<file path="config.mk">
export PLATFORM = sky130hd
export DESIGN_NAME = bus_xfer_seq
export DESIGN_NICKNAME = d
export VERILOG_FILES = /design/src/rtl/xfer_pkg.sv /design/src/rtl/xfer_classify.sv /design/src/rtl/addr_tenure.sv /design/src/rtl/data_tenure.sv /design/src/rtl/bus_xfer_seq.sv
export SDC_FILE = /design/constraint.sdc
export NUM_CORES = 1
export LEC_CHECK = 0
export BUFFER_PORTS_ARGS = -buffer_cell sky130_fd_sc_hd__buf_4
export CORE_UTILIZATION = 45
export CTS_CLUSTER_DIAMETER = 150
export DETAILED_ROUTE_END_ITERATION = 12
export GPL_TIMING_DRIVEN = 0
export HOLD_SLACK_MARGIN = 0.03
export PLACE_DENSITY_LB_ADDON = 0.12
export SLEW_MARGIN = 20
export SYNTH_ARGS = -nofsm -noshare
export SYNTH_HDL_FRONTEND = slang
export SYNTH_SLANG_ARGS = --single-unit
</file>
<file path="constraint.sdc">
create_clock -name clk_i -period 4.6 [get_ports clk_i]
set_input_delay 1.15 -clock clk_i [delete_from_list [all_inputs] [get_ports clk_i]]
set_output_delay 1.15 -clock clk_i [all_outputs]
set_load 0.1 [all_outputs]
</file>
<file path="src/rtl/xfer_pkg.sv">
package xfer_pkg;
  typedef struct packed {
    logic aonly;
    logic write;
    logic burst;
  } xtype_t;

  typedef enum logic [1:0] {A_IDLE, A_ARB, A_START, A_WAIT} astate_e;
endpackage

</file>
<file path="src/rtl/xfer_classify.sv">
module xfer_classify #(
  parameter int AW        = 32,
  parameter int BLK_BYTES = 32,
  parameter int SZ_W      = 4
) (
  input  logic [AW-1:0]   addr_i,
  input  logic [SZ_W-1:0] size_i,
  input  logic [1:0]      op_i,
  input  logic            cacheable_i,
  input  logic            wt_i,
  input  logic            opt_bcast_i,
  input  logic            cfg_bcast_i,
  output xfer_pkg::xtype_t type_o,
  output logic [AW-1:0]   addr_o,
  output logic [SZ_W-1:0] size_o,
  output logic            drop_o
);
  localparam int OFF_W = $clog2(BLK_BYTES);

  logic aonly, wr, burst;

  always_comb begin
    aonly  = op_i[1];
    wr     = !aonly && op_i[0];
    burst  = !aonly && cacheable_i && !(wr && wt_i);
    type_o = '{aonly: aonly, write: wr, burst: burst};
    addr_o = burst ? {addr_i[AW-1:OFF_W], {OFF_W{1'b0}}} : addr_i;
    size_o = (burst || aonly) ? '0 : size_i;
    drop_o = aonly && opt_bcast_i && !cfg_bcast_i;
  end
endmodule

</file>
<file path="src/rtl/addr_tenure.sv">
module addr_tenure #(
  parameter int AW   = 32,
  parameter int SZ_W = 4
) (
  input  logic             clk_i,
  input  logic             rst_ni,
  input  logic             can_accept_i,
  input  logic             req_valid_i,
  input  logic             drop_i,
  input  xfer_pkg::xtype_t type_i,
  input  logic [AW-1:0]    addr_i,
  input  logic [SZ_W-1:0]  size_i,
  output logic             req_ready_o,
  output logic             br_o,
  input  logic             bg_i,
  output logic             ts_o,
  output logic [AW-1:0]    addr_o,
  output logic [2:0]       tt_o,
  output logic [SZ_W-1:0]  tsiz_o,
  input  logic             aack_i,
  input  logic             artry_i,
  output logic             push_o,
  output xfer_pkg::xtype_t push_type_o
);
  import xfer_pkg::*;

  astate_e          state_q, state_d;
  xtype_t           type_q;
  logic [AW-1:0]    addr_q;
  logic [SZ_W-1:0]  size_q;
  logic             accept, drive;

  assign req_ready_o = (state_q == A_IDLE) && can_accept_i;
  assign accept      = req_valid_i && req_ready_o;

  always_comb begin
    state_d = state_q;
    unique case (state_q)
      A_IDLE:  if (accept && !drop_i) state_d = A_ARB;
      A_ARB:   if (bg_i) state_d = A_START;
      A_START: state_d = A_WAIT;
      A_WAIT:  if (aack_i) state_d = artry_i ? A_ARB : A_IDLE;
      default: state_d = A_IDLE;
    endcase
  end

  always_ff @(posedge clk_i or negedge rst_ni) begin
    if (!rst_ni) begin
      state_q <= A_IDLE;
      type_q  <= '0;
      addr_q  <= '0;
      size_q  <= '0;
    end else begin
      state_q <= state_d;
      if (accept) begin
        type_q <= type_i;
        addr_q <= addr_i;
        size_q <= size_i;
      end
    end
  end

  assign drive       = (state_q == A_START) || (state_q == A_WAIT);
  assign br_o        = (state_q == A_ARB);
  assign ts_o        = (state_q == A_START);
  assign addr_o      = drive ? addr_q : '0;
  assign tt_o        = drive ? type_q : '0;
  assign tsiz_o      = drive ? size_q : '0;
  assign push_o      = (state_q == A_WAIT) && aack_i && !artry_i && !type_q.aonly;
  assign push_type_o = type_q;

  assert_ts_after_grant_R6: assert property (@(posedge clk_i) disable iff (!rst_ni)
    ts_o |-> $past(br_o && bg_i));
  assert_ts_pulse_R6: assert property (@(posedge clk_i) disable iff (!rst_ni)
    ts_o |=> !ts_o);
  assert_addr_hold_R7: assert property (@(posedge clk_i) disable iff (!rst_ni)
    (drive && !ts_o) |-> ($stable(addr_o) && $stable(tt_o) && $stable(tsiz_o)));
  assert_retry_rearb_R8: assert property (@(posedge clk_i) disable iff (!rst_ni)
    (drive && !ts_o && aack_i && artry_i) |=> (br_o && !ts_o));
endmodule

</file>
<file path="src/rtl/data_tenure.sv">
module data_tenure #(
  parameter int DEPTH = 2,
  parameter int BEATS = 4
) (
  input  logic             clk_i,
  input  logic             rst_ni,
  input  logic             push_i,
  input  xfer_pkg::xtype_t push_type_i,
  input  logic             ta_i,
  output logic             full_o,
  output logic             act_o,
  output logic             write_o,
  output logic [$clog2(BEATS)-1:0] beat_o,
  output logic             done_o
);
  localparam int BW = $clog2(BEATS);
  localparam int PW = (DEPTH > 1) ? $clog2(DEPTH) : 1;
  localparam int CW = $clog2(DEPTH + 1);

  logic [DEPTH-1:0] q_wr, q_bst;
  logic [PW-1:0]    rd_q, wr_q;
  logic [CW-1:0]    cnt_q;
  logic [BW-1:0]    beat_q;
  logic             head_bst, last, pop;

  function automatic logic [PW-1:0] inc_ptr(input logic [PW-1:0] p);
    return (p == PW'(DEPTH - 1)) ? '0 : p + 1'b1;
  endfunction

  for (genvar i = 0; i < DEPTH; i++) begin : g_slot
    always_ff @(posedge clk_i or negedge rst_ni) begin
      if (!rst_ni) begin
        q_wr[i]  <= 1'b0;
        q_bst[i] <= 1'b0;
      end else if (push_i && wr_q == PW'(i)) begin
        q_wr[i]  <= push_type_i.write;
        q_bst[i] <= push_type_i.burst;
      end
    end
  end

  assign act_o    = (cnt_q != '0);
  assign head_bst = q_bst[rd_q];
  assign write_o  = act_o && q_wr[rd_q];
  assign last     = !head_bst || (beat_q == BW'(BEATS - 1));
  assign pop      = act_o && ta_i && last;
  assign done_o   = pop;
  assign full_o   = (cnt_q == CW'(DEPTH));
  assign beat_o   = beat_q;

  always_ff @(posedge clk_i or negedge rst_ni) begin
    if (!rst_ni) begin
      rd_q   <= '0;
      wr_q   <= '0;
      cnt_q  <= '0;
      beat_q <= '0;
    end else begin
      if (push_i) wr_q <= inc_ptr(wr_q);
      if (pop)    rd_q <= inc_ptr(rd_q);
      if (push_i && !pop)      cnt_q <= cnt_q + 1'b1;
      else if (pop && !push_i) cnt_q <= cnt_q - 1'b1;
      if (act_o && ta_i) beat_q <= last ? '0 : beat_q + 1'b1;
    end
  end

  assert_no_overflow_R9: assert property (@(posedge clk_i) disable iff (!rst_ni)
    push_i |-> (!full_o || pop));
  assert_single_beat_R10: assert property (@(posedge clk_i) disable iff (!rst_ni)
    (act_o && !head_bst) |-> (beat_o == '0));
  assert_done_rewind_R10: assert property (@(posedge clk_i) disable iff (!rst_ni)
    done_o |=> (beat_o == '0));
  assert_ta_idle_R11: assert property (@(posedge clk_i) disable iff (!rst_ni)
    (!act_o && ta_i) |=> (beat_o == '0 && !done_o));
endmodule

</file>
<file path="src/rtl/bus_xfer_seq.sv">
module bus_xfer_seq #(
  parameter int AW        = 32,
  parameter int SZ_W      = 4,
  parameter int BLK_BYTES = 32,
  parameter int BEATS     = 4,
  parameter int DQ_DEPTH  = 2,
  parameter int BUS_BYTES = 8
) (
  input  logic                     clk_i,
  input  logic                     rst_ni,
  input  logic                     cfg_aonly_bcast_i,
  input  logic                     req_valid_i,
  output logic                     req_ready_o,
  input  logic [AW-1:0]            req_addr_i,
  input  logic [SZ_W-1:0]          req_size_i,
  input  logic [1:0]               req_op_i,
  input  logic                     req_cacheable_i,
  input  logic                     req_wt_i,
  input  logic                     req_opt_bcast_i,
  output logic                     br_o,
  input  logic                     bg_i,
  output logic                     ts_o,
  output logic [AW-1:0]            addr_o,
  output logic [2:0]               tt_o,
  output logic [SZ_W-1:0]          tsiz_o,
  input  logic                     aack_i,
  input  logic                     artry_i,
  input  logic                     ta_i,
  output logic                     dat_act_o,
  output logic                     dat_write_o,
  output logic [$clog2(BEATS)-1:0] beat_o,
  output logic                     done_o
);
  localparam int LANE_W = $clog2(BUS_BYTES);

  xfer_pkg::xtype_t c_type, push_type;
  logic [AW-1:0]    c_addr;
  logic [SZ_W-1:0]  c_size;
  logic             c_drop, push, q_full;

  xfer_classify #(.AW(AW), .BLK_BYTES(BLK_BYTES), .SZ_W(SZ_W)) u_cls (
    .addr_i      (req_addr_i),
    .size_i      (req_size_i),
    .op_i        (req_op_i),
    .cacheable_i (req_cacheable_i),
    .wt_i        (req_wt_i),
    .opt_bcast_i (req_opt_bcast_i),
    .cfg_bcast_i (cfg_aonly_bcast_i),
    .type_o      (c_type),
    .addr_o      (c_addr),
    .size_o      (c_size),
    .drop_o      (c_drop)
  );

  addr_tenure #(.AW(AW), .SZ_W(SZ_W)) u_addr (
    .clk_i        (clk_i),
    .rst_ni       (rst_ni),
    .can_accept_i (!q_full),
    .req_valid_i  (req_valid_i),
    .drop_i       (c_drop),
    .type_i       (c_type),
    .addr_i       (c_addr),
    .size_i       (c_size),
    .req_ready_o  (req_ready_o),
    .br_o         (br_o),
    .bg_i         (bg_i),
    .ts_o         (ts_o),
    .addr_o       (addr_o),
    .tt_o         (tt_o),
    .tsiz_o       (tsiz_o),
    .aack_i       (aack_i),
    .artry_i      (artry_i),
    .push_o       (push),
    .push_type_o  (push_type)
  );

  data_tenure #(.DEPTH(DQ_DEPTH), .BEATS(BEATS)) u_data (
    .clk_i       (clk_i),
    .rst_ni      (rst_ni),
    .push_i      (push),
    .push_type_i (push_type),
    .ta_i        (ta_i),
    .full_o      (q_full),
    .act_o       (dat_act_o),
    .write_o     (dat_write_o),
    .beat_o      (beat_o),
    .done_o      (done_o)
  );

  // single-beat requests stay inside one bus-width lane group
  assert_lane_fit_R3: assert property (@(posedge clk_i) disable iff (!rst_ni)
    (req_valid_i && req_ready_o && !c_type.burst && !c_type.aonly) |->
    ((AW'(req_addr_i[LANE_W-1:0]) + AW'(req_size_i)) <= AW'(BUS_BYTES)));
  assert_suppress_R5: assert property (@(posedge clk_i) disable iff (!rst_ni)
    (req_valid_i && req_ready_o && c_drop) |=> (!br_o && !ts_o));
endmodule

</file>
## Word level (Yosys, flattened, before mapping)

Index checks and enable logic that the tools add are counted.
W data, S select, Z words.

- $add $sub $neg: 5
- Multipliers: 0
- Div/mod/pow operators: 0
- Magnitude comparators: 1
- Equality and inequality tests: 8
- Shift-type cells: 0
- Muxes and demuxes: 19
- Bitwise logic cells: 1
- Reductions and logical operators: 36

Operators by type and width:

| operator | number |
|---|---|
| $mux W32 | 1 |
| $logic_and A1 B1 Y1 | 19 |
| $mux W2 | 6 |
| $logic_not A1 Y1 | 10 |
| $eq A2 B2 Y1 const B | 4 |
| $mux W4 | 2 |
| $pmux W2 S4 | 1 |
| $mux W1 | 7 |
| $mux W5 | 1 |
| $add A2 B1 Y2 const B | 2 |
| $ne A2 B2 Y1 const B | 2 |
| $reduce_bool A2 Y1 | 2 |
| $logic_or A1 B1 Y1 | 3 |
| $mux W3 | 1 |
| $reduce_and A3 Y1 | 1 |
| $add A1 B1 Y1 const B | 2 |
| $eq A2 B1 Y1 const B | 1 |
| $logic_not A2 Y1 | 1 |
| $lt A1 B2 Y1 const B | 1 |
| $ne A2 B1 Y1 const B | 1 |
| $sub A2 B1 Y2 const B | 1 |
| $not A1 Y1 | 1 |

- Register bits after elaboration: 51
- Bits in latches: 0
- Bits in writable memories: 0
- Bits in read-only memories: 0
- Input port bits: 49
- Output and inout port bits: 47
- Word-level logic and storage cells: 84
- Memories: 0

## Logic depth before layout (Yosys ltp)

Gate-level depths: netlist of the first run.

- Depth in word-level cells: 8
- Gate-level depth with buffers: 9
- Mapped depth without buffers: 9

## Hierarchy

A second synthesis of the first run with hierarchy kept.

- Cells, all modules: 235
- Area total of the unflattened synthesis: 2,817.7 um^2

Modules (own cells, without submodules):

| module | times used | cells each | area each (um^2) | seq. area each (um^2) |
|---|---|---|---|---|
| addr_tenure | 1 | 147 | 1,973.1 | 1,026.0 |
| data_tenure | 1 | 42 | 503.0 | 250.2 |
| xfer_classify | 1 | 45 | 337.8 | 0.0 |
| bus_xfer_seq | 1 | 1 | 3.8 | 0.0 |

## Least setup slack after synthesis of the first run

No wires, ideal clock.

- Kind: reg-to-output
- Start: register u_addr.state_q[0]
- End: output port addr_o[11]
- Arrival time: 3,120 ps
- Required time: 3,450 ps
- Setup slack: 330 ps
- Cell stages (with the launch flop): 6
- Path buffers: 1
- Path through: dfrtp_1 inv_1 ha_1 nor2_1 clkbuf_1 nor2b_1

- Cells in the longest elaborated chain, start to end: 3
- Elaborated cells on any way between the ends: 4
- Classes of those cells: eq/ne: 2; mux: 1; reduce/logical: 1

RTL lines:

| element | RTL line | text |
|---|---|---|
| start: declaration | addr_tenure.sv:27 | `astate_e state_q, state_d;` |
| start signal: assignment | addr_tenure.sv:54 | `state_q <= state_d;` |
| $eq A2 B2 Y1 | - |  |
| via ts_o | bus_xfer_seq.sv:22 | `output logic ts_o,` |
| $logic_or A1 B1 Y1 | addr_tenure.sv:63 | `assign drive = (state_q == A_START) \|\| (state_q == A_WAIT);` |
| $mux W32 | addr_tenure.sv:66 | `assign addr_o = drive ? addr_q : '0;` |
| end: declaration | bus_xfer_seq.sv:23 | `output logic [AW-1:0] addr_o,` |

The timed path passes the listed nets, and every way through them passes these cells.

## Worst setup path after layout of the first run

- Start: register u_addr.state_q[0]
- End: output port addr_o[21]

- Cells in the longest elaborated chain, start to end: 3
- Elaborated cells on any way between the ends: 4
- Classes of those cells: eq/ne: 2; mux: 1; reduce/logical: 1

RTL lines:

| element | RTL line |
|---|---|
| $eq A2 B2 Y1 | addr_tenure.sv:63 |
| $logic_or A1 B1 Y1 (*) | addr_tenure.sv:63 |
| $mux W32 (*) | addr_tenure.sv:66 |

Every way passes the cells marked *; elsewhere a longest branch is shown, timed or not.

==> out/metrics.yaml, run 1 <==
outcome:
  outcome: "finished clean"
worst_setup_path:
  reg2reg_from: "u_addr.state_q[1]"
  slowest_delay_ns: 0.43
  path_cells: "inv_1 -> ha_1 -> nor2_1 -> clkbuf_1 -> nor2b_1 -> buf_4"
  reg2reg_slack_ns: 2.61
  critical_path.slowest_cell: "clkbuf_1"
  critPathRequiredTime_ns: 3.45
  cp-end-kind: "output pin"
  cp.arrival_ns: 2.07
  crit_type: "reg -> out"
  reg2reg_depth: 7
  r2r-end: "u_addr.state_q[1]"
  critPathMaxFanout: 10
  crit_path_start_kind: "register"
grt:
  grtUsageMet2_pct: 34.81
  grt_max_degree: 52
  grt_pass1_wl_mm: 8.418
  antenna_found_initial: 0
  grt.overflow.total: 0
  grtUsageTotal_pct: 20.03
  grt_busiest_layer: "met2"
  met1_usage_pct: 24.11
  first_global_vias: 1885
  grt_use_met3_pct: 5.159
sta:
  finalSetupViolations: 0
  worstMarginPinSlew_ns: 0.6334
  layout_min_cycle_time_ns: 3.220
  clock_skew_ns: 0.007925
  maxSlewHeadroom_pct: 57.78
  fmax_mhz: 310.5
  rsz0062_at_grt: "no"
  finalHoldViolCount: 0
  setup-tns-final_ns: 0
  slew_viol_final: 0
  fin_crit_sh_pct: 70.00
die:
  ios: 96
  start_util_pct: 47.46
  die_h_um: 75.86
  die_w_um: 75.86
  dieArea_um2: 5755
  rows: 26
  core_area_um2: 5172
clocking:
  numCtsBuffers: 5
  cts_hold_buf: 0
  cts.path.max_buffers: 2
  post_cts_buffers: 0
  ctsHtreeMaxLevel: 2
  cts.repair.resized: 0
  cts_tree: "built"
  cts.sinks: 51
  clock-root-buffer: "clkbuf_8"
  clk_latency_ns: 0.30
  clkTransAtPathRegs_ns: 0.09
placement:
  finalWeightedCongestion: 0.7392
  dp_hpwl_mm: 4.050
  port_buffers: 95
  placed_cells: 436
  postPlaceCellArea_um2: 3256
worst_hold_path:
  hold_depth: 2
  min_from: "u_addr.addr_q[0]"
  hold_class: "reg -> reg"
  holdPathEnd: "u_addr.addr_q[0]"
drt:
  post_drt_wl_per_cell_um: 12.28
  vias: 2061
  drc_errors: 0
  routed_wl_mm: 5.438
  ant_nets: 0
  first_iter_violations: 94
  vias_per_cell: 4.652
  drt_pass1_iterations: 4
final_layout:
  layout_commonest_cell: "nand2_1"
  final_cell_area_um2: 3343
  diodes: 0
  layout_common_cells: "nand2_1 (108), buf_4 (96), dfrtp_1 (51), nor2b_1 (22), and2_1 (18)"
  drive_gt1_share_pct: 30.56
  area_growth_pct: 36.19
  nNetsFinal: 429
  fin_cells: 443
  post-route-util_pct: 64.63
logic_synthesis:
  yosys.cell_types.count: 34
  ys_seq_area_share_pct: 51.99
  syn_avg_cell_area_um2: 9.059
  syn-num-nets: 327
  syn_area_um2: 2455
  syn_inst: 271
  ys_ff_latch: 51
  yosysWarningCount: 0
run:
  max_cap_viol_count: 0
registers in the layout, summed over array words and instances (netlist names):
name	count
u_addr.size_q	4
u_addr.state_q	2
u_data.wr_q	1
u_data.beat_o	2
u_data.q_wr	2
u_addr.push_type_o	3
u_data.q_bst	2
u_data.rd_q	1
u_data.cnt_q	2
u_addr.addr_q	32
cells by family (layout without fill, tap and decap cells):
group	after synthesis	count (layout)	share of synthesized area, %
flops	51	51	51.99
simple gates	175	175	33.54
mux	8	8	3.517
fa+ha+maj	7	7	3.568
buf+inv	18	120	3.568
compound gates	7	7	2.039
xor+xnor	5	5	1.784
cell type report:
type | count | area (um2)
plain buffers | 12 | 65.06
repair buffers | 95 | 713.2
clock inverters | 1 | 5.005
multi-input cells | 202 | 1091
fillers | 462 | 1829
clock buffers | 6 | 82.58
flip-flops and latches | 51 | 1276
inverters | 6 | 22.52
well taps | 70 | 87.58
how the worst max path moves through the flow:
stage | from | endpoint | cells after the start
global placement | ta_i | done_o | 4
finish | u_addr.state_q[0] | addr_o[21] | 6
global route | u_addr.state_q[0] | addr_o[30] | 6
detailed placement | ta_i | done_o | 4
CTS | u_addr.state_q[0] | addr_o[21] | 6
floorplan | u_addr.state_q[0] | addr_o[11] | 5
routing by layer:
layer / vias to the layer above / routed length [um]
met4: 0 / 61
met3: 5 / 362
met2: 62 / 2691
li1: 1044 / -
met1: 950 / 2323
met5: - / 0
cells in the mapped netlist:
| library cell | count | share of area [%] |
|---|---|---|
| nand3_1 | 9 | 1.8 |
| a211oi_1 | 1 | 0.31 |
| mux2_1 | 3 | 1.4 |
| inv_1 | 5 | 0.76 |
| nand2_1 | 108 | 17 |
| o221ai_1 | 1 | 0.36 |
| mux2_2 | 2 | 0.92 |
| nor4b_4 | 1 | 0.97 |
| a21o_1 | 1 | 0.31 |
| ha_1 | 7 | 3.6 |
| and3_1 | 1 | 0.26 |
| mux2i_1 | 3 | 1.2 |
| o21ai_0 | 2 | 0.41 |
| xor2_1 | 4 | 1.4 |
| clkbuf_1 | 8 | 1.2 |
| and3_2 | 1 | 0.31 |
| buf_4 | 1 | 0.31 |
| nor4_1 | 1 | 0.26 |
| xnor2_1 | 1 | 0.36 |
| a21oi_2 | 1 | 0.36 |
| nand2_2 | 1 | 0.26 |
| inv_2 | 1 | 0.15 |
| dfrtp_1 | 51 | 52 |
| nand2b_1 | 2 | 0.51 |
| nor2_1 | 7 | 1.1 |
| buf_6 | 2 | 0.92 |
| and2b_1 | 1 | 0.31 |
| and2_1 | 18 | 4.6 |
| nand3b_1 | 1 | 0.31 |
| nand3_2 | 1 | 0.41 |
| a21boi_0 | 1 | 0.31 |
| nand4b_1 | 1 | 0.36 |
| nor2b_1 | 22 | 5.6 |
| buf_2 | 1 | 0.20 |
worst max-delay path: cells and delay by family, from the launching register on:
| family | cells | cell delay [ns] |
|---|---|---|
| buf+inv | 3 | 0.79 |
| flops | 1 | 0.40 |
| simple gates | 2 | 0.33 |
| fa+ha+maj | 1 | 0.23 |
stage by stage:
stage / setup slack, ns / hold slack, ns
after CTS: 1.320 / 0.4698
after global routing: 1.168 / 0.4927
after detailed placement: 1.574 / 0.4486
after global placement: 1.556 / 0.4409
after floorplan: 0.3297 / 0.4309
final: 1.380 / 0.4669
Power of run 1 is not shown: default switching activity piles up to over one toggle a cycle in this logic, so the estimate is an artifact.
==> run 2: changes to the inputs <==
==> constraint.sdc (replaced) <==
create_clock -name clk_i -period 3.3 [get_ports clk_i]
set_input_delay 0.825 -clock clk_i [delete_from_list [all_inputs] [get_ports clk_i]]
set_output_delay 0.825 -clock clk_i [all_outputs]
set_load 0.1 [all_outputs]
==> run 2 against run 1 <==
Compared with the run above:
- routed wire length is 0.31% higher
- critical path depth stayed put
- sequential cell count stayed put
- die area stayed put
- non-clock buffer count stayed put
- highest routed layer unchanged
- critical path type unchanged
- first-iteration DRC count is 22% lower
- clock-buffer cell count is 2 higher
- cell area is 3.1% higher
- final cell count is 0.23% higher
- setup slack worse by 0.99 ns
- critical endpoint is now addr_o[22]
- core utilization is 2.0 points higher
- global-route usage is 0.062 points lower
==> out/metrics.yaml, run 2 (synthesis results as in run 1) <==
worst_setup_path:
  crit_type: "reg -> out"  # unchanged
  cp.arrival_ns: 2.08  # was 2.07 ns
  critPathRequiredTime_ns: 2.47  # was 3.45 ns
  reg2reg_depth: 7  # unchanged
  reg2reg_slack_ns: 1.25  # was 2.61 ns
  r2r-end: "u_addr.state_q[1]"  # unchanged
  crit_path_start_kind: "register"  # unchanged
  cp-end-kind: "output pin"  # unchanged
  critPathMaxFanout: 10  # unchanged
  reg2reg_from: "u_addr.state_q[1]"  # unchanged
sta:
  fin_worst_hold_slack_ns: 0.4640  # was 0.4669 ns
  fmax_mhz: 344.1
  slew_viol_final: 0  # unchanged
  maxSlewHeadroom_pct: 57.52  # was 57.78%
  finalSetupViolations: 0  # unchanged
  fin_crit_sh_pct: 88.06
  setup-tns-final_ns: 0  # unchanged
  worstMarginPinSlew_ns: 0.6372  # was 0.6334 ns
  clock_skew_ns: 0.007957  # was 0.007925 ns
  rsz0062_at_grt: "no"  # unchanged
  finalHoldViolCount: 0  # unchanged
  layout_min_cycle_time_ns: 2.906
drt:
  post_drt_wl_per_cell_um: 12.29  # was 12.28 um
  vias: 2055  # was 2061
  ant_nets: 0  # unchanged
  drt_pass1_iterations: 4  # unchanged
  routed_wl_mm: 5.455  # was 5.438 mm
  first_iter_violations: 73  # was 94
  vias_per_cell: 4.628  # was 4.652
  drc_errors: 0  # unchanged
clocking:
  cts.path.max_buffers: 2  # unchanged
  clk_latency_ns: 0.30  # about the same
  ctsHtreeMaxLevel: 2  # unchanged
  cts.repair.resized: 0  # unchanged
  numCtsBuffers: 5  # unchanged
  cts_tree: "built"  # unchanged
  cts_hold_buf: 0  # unchanged
  clock-root-buffer: "clkbuf_8"  # unchanged
  post_cts_buffers: 0  # unchanged
  clkTransAtPathRegs_ns: 0.09  # about the same
  cts.sinks: 51  # unchanged
die:
  dieArea_um2: 5755  # unchanged
  rows: 26  # unchanged
  core_area_um2: 5172  # unchanged
  ios: 96  # unchanged
  die_w_um: 75.86  # unchanged
  start_util_pct: 47.46  # unchanged
  die_h_um: 75.86  # unchanged
grt:
  grtUsageTotal_pct: 19.97  # was 20.03%
  grt_max_degree: 52  # unchanged
  first_global_vias: 1919  # was 1885
  grt.overflow.total: 0  # unchanged
  grt_pass1_wl_mm: 8.535  # was 8.418 mm
  antenna_found_initial: 0  # unchanged
run:
  max_cap_viol_count: 0  # unchanged
final_layout:
  largest_reg_flops: 32  # unchanged
  area_growth_pct: 40.47  # was 36.19%
  layout_commonest_cell: "nand2_1"  # unchanged
  nNetsFinal: 429  # unchanged
  layout_common_cells: "nand2_1 (108), buf_4 (96), dfrtp_1 (51), and2_1 (18), nor2b_2 (16)"  # was nand2_1 (108), buf_4 (96), dfrtp_1 (51), nor2b_1 (22), and2_1 (18)
  regMostFlops: "u_addr.addr_q"  # unchanged
  drive_gt1_share_pct: 37.43  # was 30.56%
  diodes: 0  # unchanged
worst_hold_path:
  hold_depth: 2  # unchanged
  hold_class: "reg -> reg"  # unchanged
  min_from: "u_addr.addr_q[4]"  # was u_addr.addr_q[0]
  holdPathEnd: "u_addr.addr_q[4]"  # was u_addr.addr_q[0]
placement:
  finalWeightedCongestion: 0.7405  # was 0.7392
  port_buffers: 95  # unchanged
  dp_hpwl_mm: 4.110  # was 4.050 mm
outcome:
  outcome: "finished clean"  # unchanged
-- run 2: through the flow --
step,cell area (um2),worst slack [ns],instances,utilization [%]
2_1_floorplan,2545,-0.03331,271,-
3_3_place_gp,3346,0.4001,436,64.68
3_5_place_dp,3346,0.3657,436,64.68
4_1_cts,3446,0.03144,444,66.62
5_1_grt,3448,0.2262,444,66.67
6_report,3448,0.3939,444,66.67
-- run 2: worst max-delay path by stage --
stage	start	to	slack [ns]
final	u_addr.state_q[0]	addr_o[22]	0.39
after global routing	u_addr.state_q[0]	addr_o[22]	0.23
after CTS	u_addr.state_q[0]	addr_o[22]	0.03
after detailed placement	u_addr.state_q[0]	addr_o[22]	0.37
after global placement	u_addr.state_q[0]	addr_o[11]	0.40
after floorplan	u_addr.state_q[0]	addr_o[11]	-0.03
-- run 2: metal layers --
metal / wire length (um) / share of wire [%] / up-vias / global-route usage, %
li1: - / - / 1042 / -
met1: 2437 / 45 / 950 / 25.70
met2: 2664 / 49 / 59 / 32.74
met3: 308 / 5.6 / 4 / 5.556
met4: 44 / 0.81 / 0 / 6.173
met5: 0 / 0 / - / 0
-- run 2: final cells by class --
class,instances,area [um2]
buffer,12,67.56
clock buffer,8,100.1
fill,459,1724
inverter,6,22.52
multi-input combinational,202,1181
sequential,51,1276
tap,70,87.58
timing repair buffer,95,713.2
-- run 2: worst max-delay path, cell delays in order, from the launching register on --
cell	delay, ns
dfrtp_1	0.40
inv_1	0.12
ha_2	0.21
nor2_1	0.28
clkbuf_2	0.45
nor2b_2	0.08
buf_4	0.24
Power of run 2 is left out for the same reason.
==> run 3: changes to the inputs <==
==> constraint.sdc (replaced) <==
create_clock -name clk_i -period 3 [get_ports clk_i]
set_input_delay 0.75 -clock clk_i [delete_from_list [all_inputs] [get_ports clk_i]]
set_output_delay 0.75 -clock clk_i [all_outputs]
set_load 0.1 [all_outputs]
==> run 3 against run 2 <==
Compared with the run above:
- via count is 2.0% higher
- final cell count stayed put
- non-clock buffer count did not move
- clock-buffer cell count did not move
- routed wire length increased by 5.3%
- register-to-register slack worse by 0.38 ns
- cell area up 2.5%
- hold slack got worse by 0.011 ns
==> out/metrics.yaml, run 3 (synthesis results as in run 1) <==
outcome:
  outcome: "finished clean"  # unchanged
worst_setup_path:
  reg2reg_from: "u_addr.state_q[1]"  # unchanged
  reg2reg_depth: 7  # unchanged
  cp.arrival_ns: 2.12  # was 2.08 ns
  crit_path_start_kind: "register"  # unchanged
  r2r-end: "u_addr.state_q[1]"  # unchanged
  cp-end-kind: "output pin"  # unchanged
  crit_type: "reg -> out"  # unchanged
  reg2reg_slack_ns: 0.87  # was 1.25 ns
  critPathRequiredTime_ns: 2.25  # was 2.47 ns
  critPathMaxFanout: 10  # unchanged
drt:
  vias_per_cell: 4.723  # was 4.628
  ant_nets: 0  # unchanged
  routed_wl_mm: 5.743  # was 5.455 mm
  vias: 2097  # was 2055
  post_drt_wl_per_cell_um: 12.93  # was 12.29 um
  drc_errors: 0  # unchanged
  first_iter_violations: 116  # was 73
  drt_pass1_iterations: 4  # unchanged
final_layout:
  largest_reg_flops: 32  # unchanged
  regMostFlops: "u_addr.addr_q"  # unchanged
  regArea_um2: 1276  # unchanged
  nFillCells: 445  # was 459
  drive_gt1_share_pct: 37.43  # unchanged
  area_growth_pct: 43.93  # was 40.47%
  layout_common_cells: "nand2_1 (108), buf_4 (96), dfrtp_1 (51), nor2b_4 (20), and2_1 (18)"  # was nand2_1 (108), buf_4 (96), dfrtp_1 (51), and2_1 (18), nor2b_2 (16)
  nNetsFinal: 429  # unchanged
  post-route-util_pct: 68.31  # was 66.67%
  multi_input_area_um2: 1266  # was 1181 um2
  final_cell_area_um2: 3533  # was 3448 um2
  layout_commonest_cell: "nand2_1"  # unchanged
  diodes: 0  # unchanged
clocking:
  clkTransAtPathRegs_ns: 0.09  # about the same
  cts_tree: "built"  # unchanged
  cts.path.max_buffers: 2  # unchanged
  numCtsBuffers: 5  # unchanged
  clock-root-buffer: "clkbuf_8"  # unchanged
  cts_hold_buf: 0  # unchanged
  cts.sinks: 51  # unchanged
  ctsHtreeMaxLevel: 2  # unchanged
  clk_latency_ns: 0.31  # was 0.30 ns
sta:
  finalHoldViolCount: 0  # unchanged
  setup-tns-final_ns: 0  # unchanged
  rsz0062_at_grt: "no"  # unchanged
  worstMarginPinSlew_ns: 0.6391  # was 0.6372 ns
  layout_min_cycle_time_ns: 2.866
  fmax_mhz: 348.9
  slew_viol_final: 0  # unchanged
  maxSlewHeadroom_pct: 57.39  # was 57.52%
  layout_setup_ws_ns: 0.1343  # was 0.3939 ns
  finalSetupViolations: 0  # unchanged
  fin_crit_sh_pct: 95.52
  clock_skew_ns: 0.007888  # was 0.007957 ns
grt:
  grt_pass1_wl_mm: 9.073  # was 8.535 mm
  grtUsageTotal_pct: 21.56  # was 19.97%
  first_global_vias: 2068  # was 1919
  grt.overflow.total: 0  # unchanged
  antenna_found_initial: 0  # unchanged
  grt_max_degree: 52  # unchanged
placement:
  dp_hpwl_mm: 4.216  # was 4.110 mm
  postPlaceCellArea_um2: 3432  # was 3346 um2
  finalWeightedCongestion: 0.7589  # was 0.7405
  place_ws_ns: -0.0004139  # was 0.3657 ns
  port_buffers: 95  # unchanged
die:
  dieArea_um2: 5755  # unchanged
  start_util_pct: 47.46  # unchanged
  die_h_um: 75.86  # unchanged
  rows: 26  # unchanged
  die_w_um: 75.86  # unchanged
  core_area_um2: 5172  # unchanged
  ios: 96  # unchanged
worst_hold_path:
  hold_class: "in -> async"  # was reg -> reg
run:
  max_cap_viol_count: 0  # unchanged
-- run 3: stage by stage --
| stage | cells | hold slack [ns] |
|---|---|---|
| finish | 444 | 0.4532 |
| global route | 444 | 0.4868 |
| CTS | 444 | 0.4684 |
| detailed placement | 436 | 0.4481 |
| global placement | 436 | 0.4412 |
| floorplan | 271 | 0.4311 |
-- run 3: worst max-delay path by stage --
stage	from	to	slack, ns	cells after the start
floorplan	u_addr.state_q[0]	addr_o[11]	0.1	5
global placement	u_addr.state_q[0]	tsiz_o[3]	0.03	6
detailed placement	u_addr.state_q[0]	addr_o[25]	-0.0004	6
CTS	u_addr.state_q[0]	tsiz_o[3]	0.05	6
global route	u_addr.state_q[0]	tsiz_o[3]	0.002	6
finish	u_addr.state_q[0]	tsiz_o[3]	0.13	6
-- run 3: metal layers --
metal  vias to the layer above  part of all wire, %  GRT usage [%]
met4                         0                  2.1          10.70
met3                        12                  7.1          5.688
li1                       1048                    -              -
met5                         -                    0              0
met1                       967                   42          24.98
met2                        70                   48          36.87
-- run 3: cell type report --
| cell class | count | area share (%) |
|---|---|---|
| Inverter | 6 | 0.6374 |
| Buffer | 12 | 1.912 |
| Clock buffer | 8 | 2.833 |
| Timing Repair Buffer | 95 | 20.18 |
| Tap cell | 70 | 2.479 |
| Sequential cell | 51 | 36.12 |
| Multi-Input combinational cell | 202 | 35.84 |
-- run 3: timing repair --
action | CTS | global route
resized for setup | 1 | 2
setup endpoints to repair | 10 | 20
buffers inserted | 0 | 0
-- run 3: worst max-delay path, cell delays in order, from the launching register on --
cell and delay, ns:
dfrtp_1 0.41, inv_1 0.14, ha_4 0.19, nor2_1 0.25, buf_2 0.50, nor2b_4 0.07, buf_4 0.24
Power of run 3 is left out for the same reason.
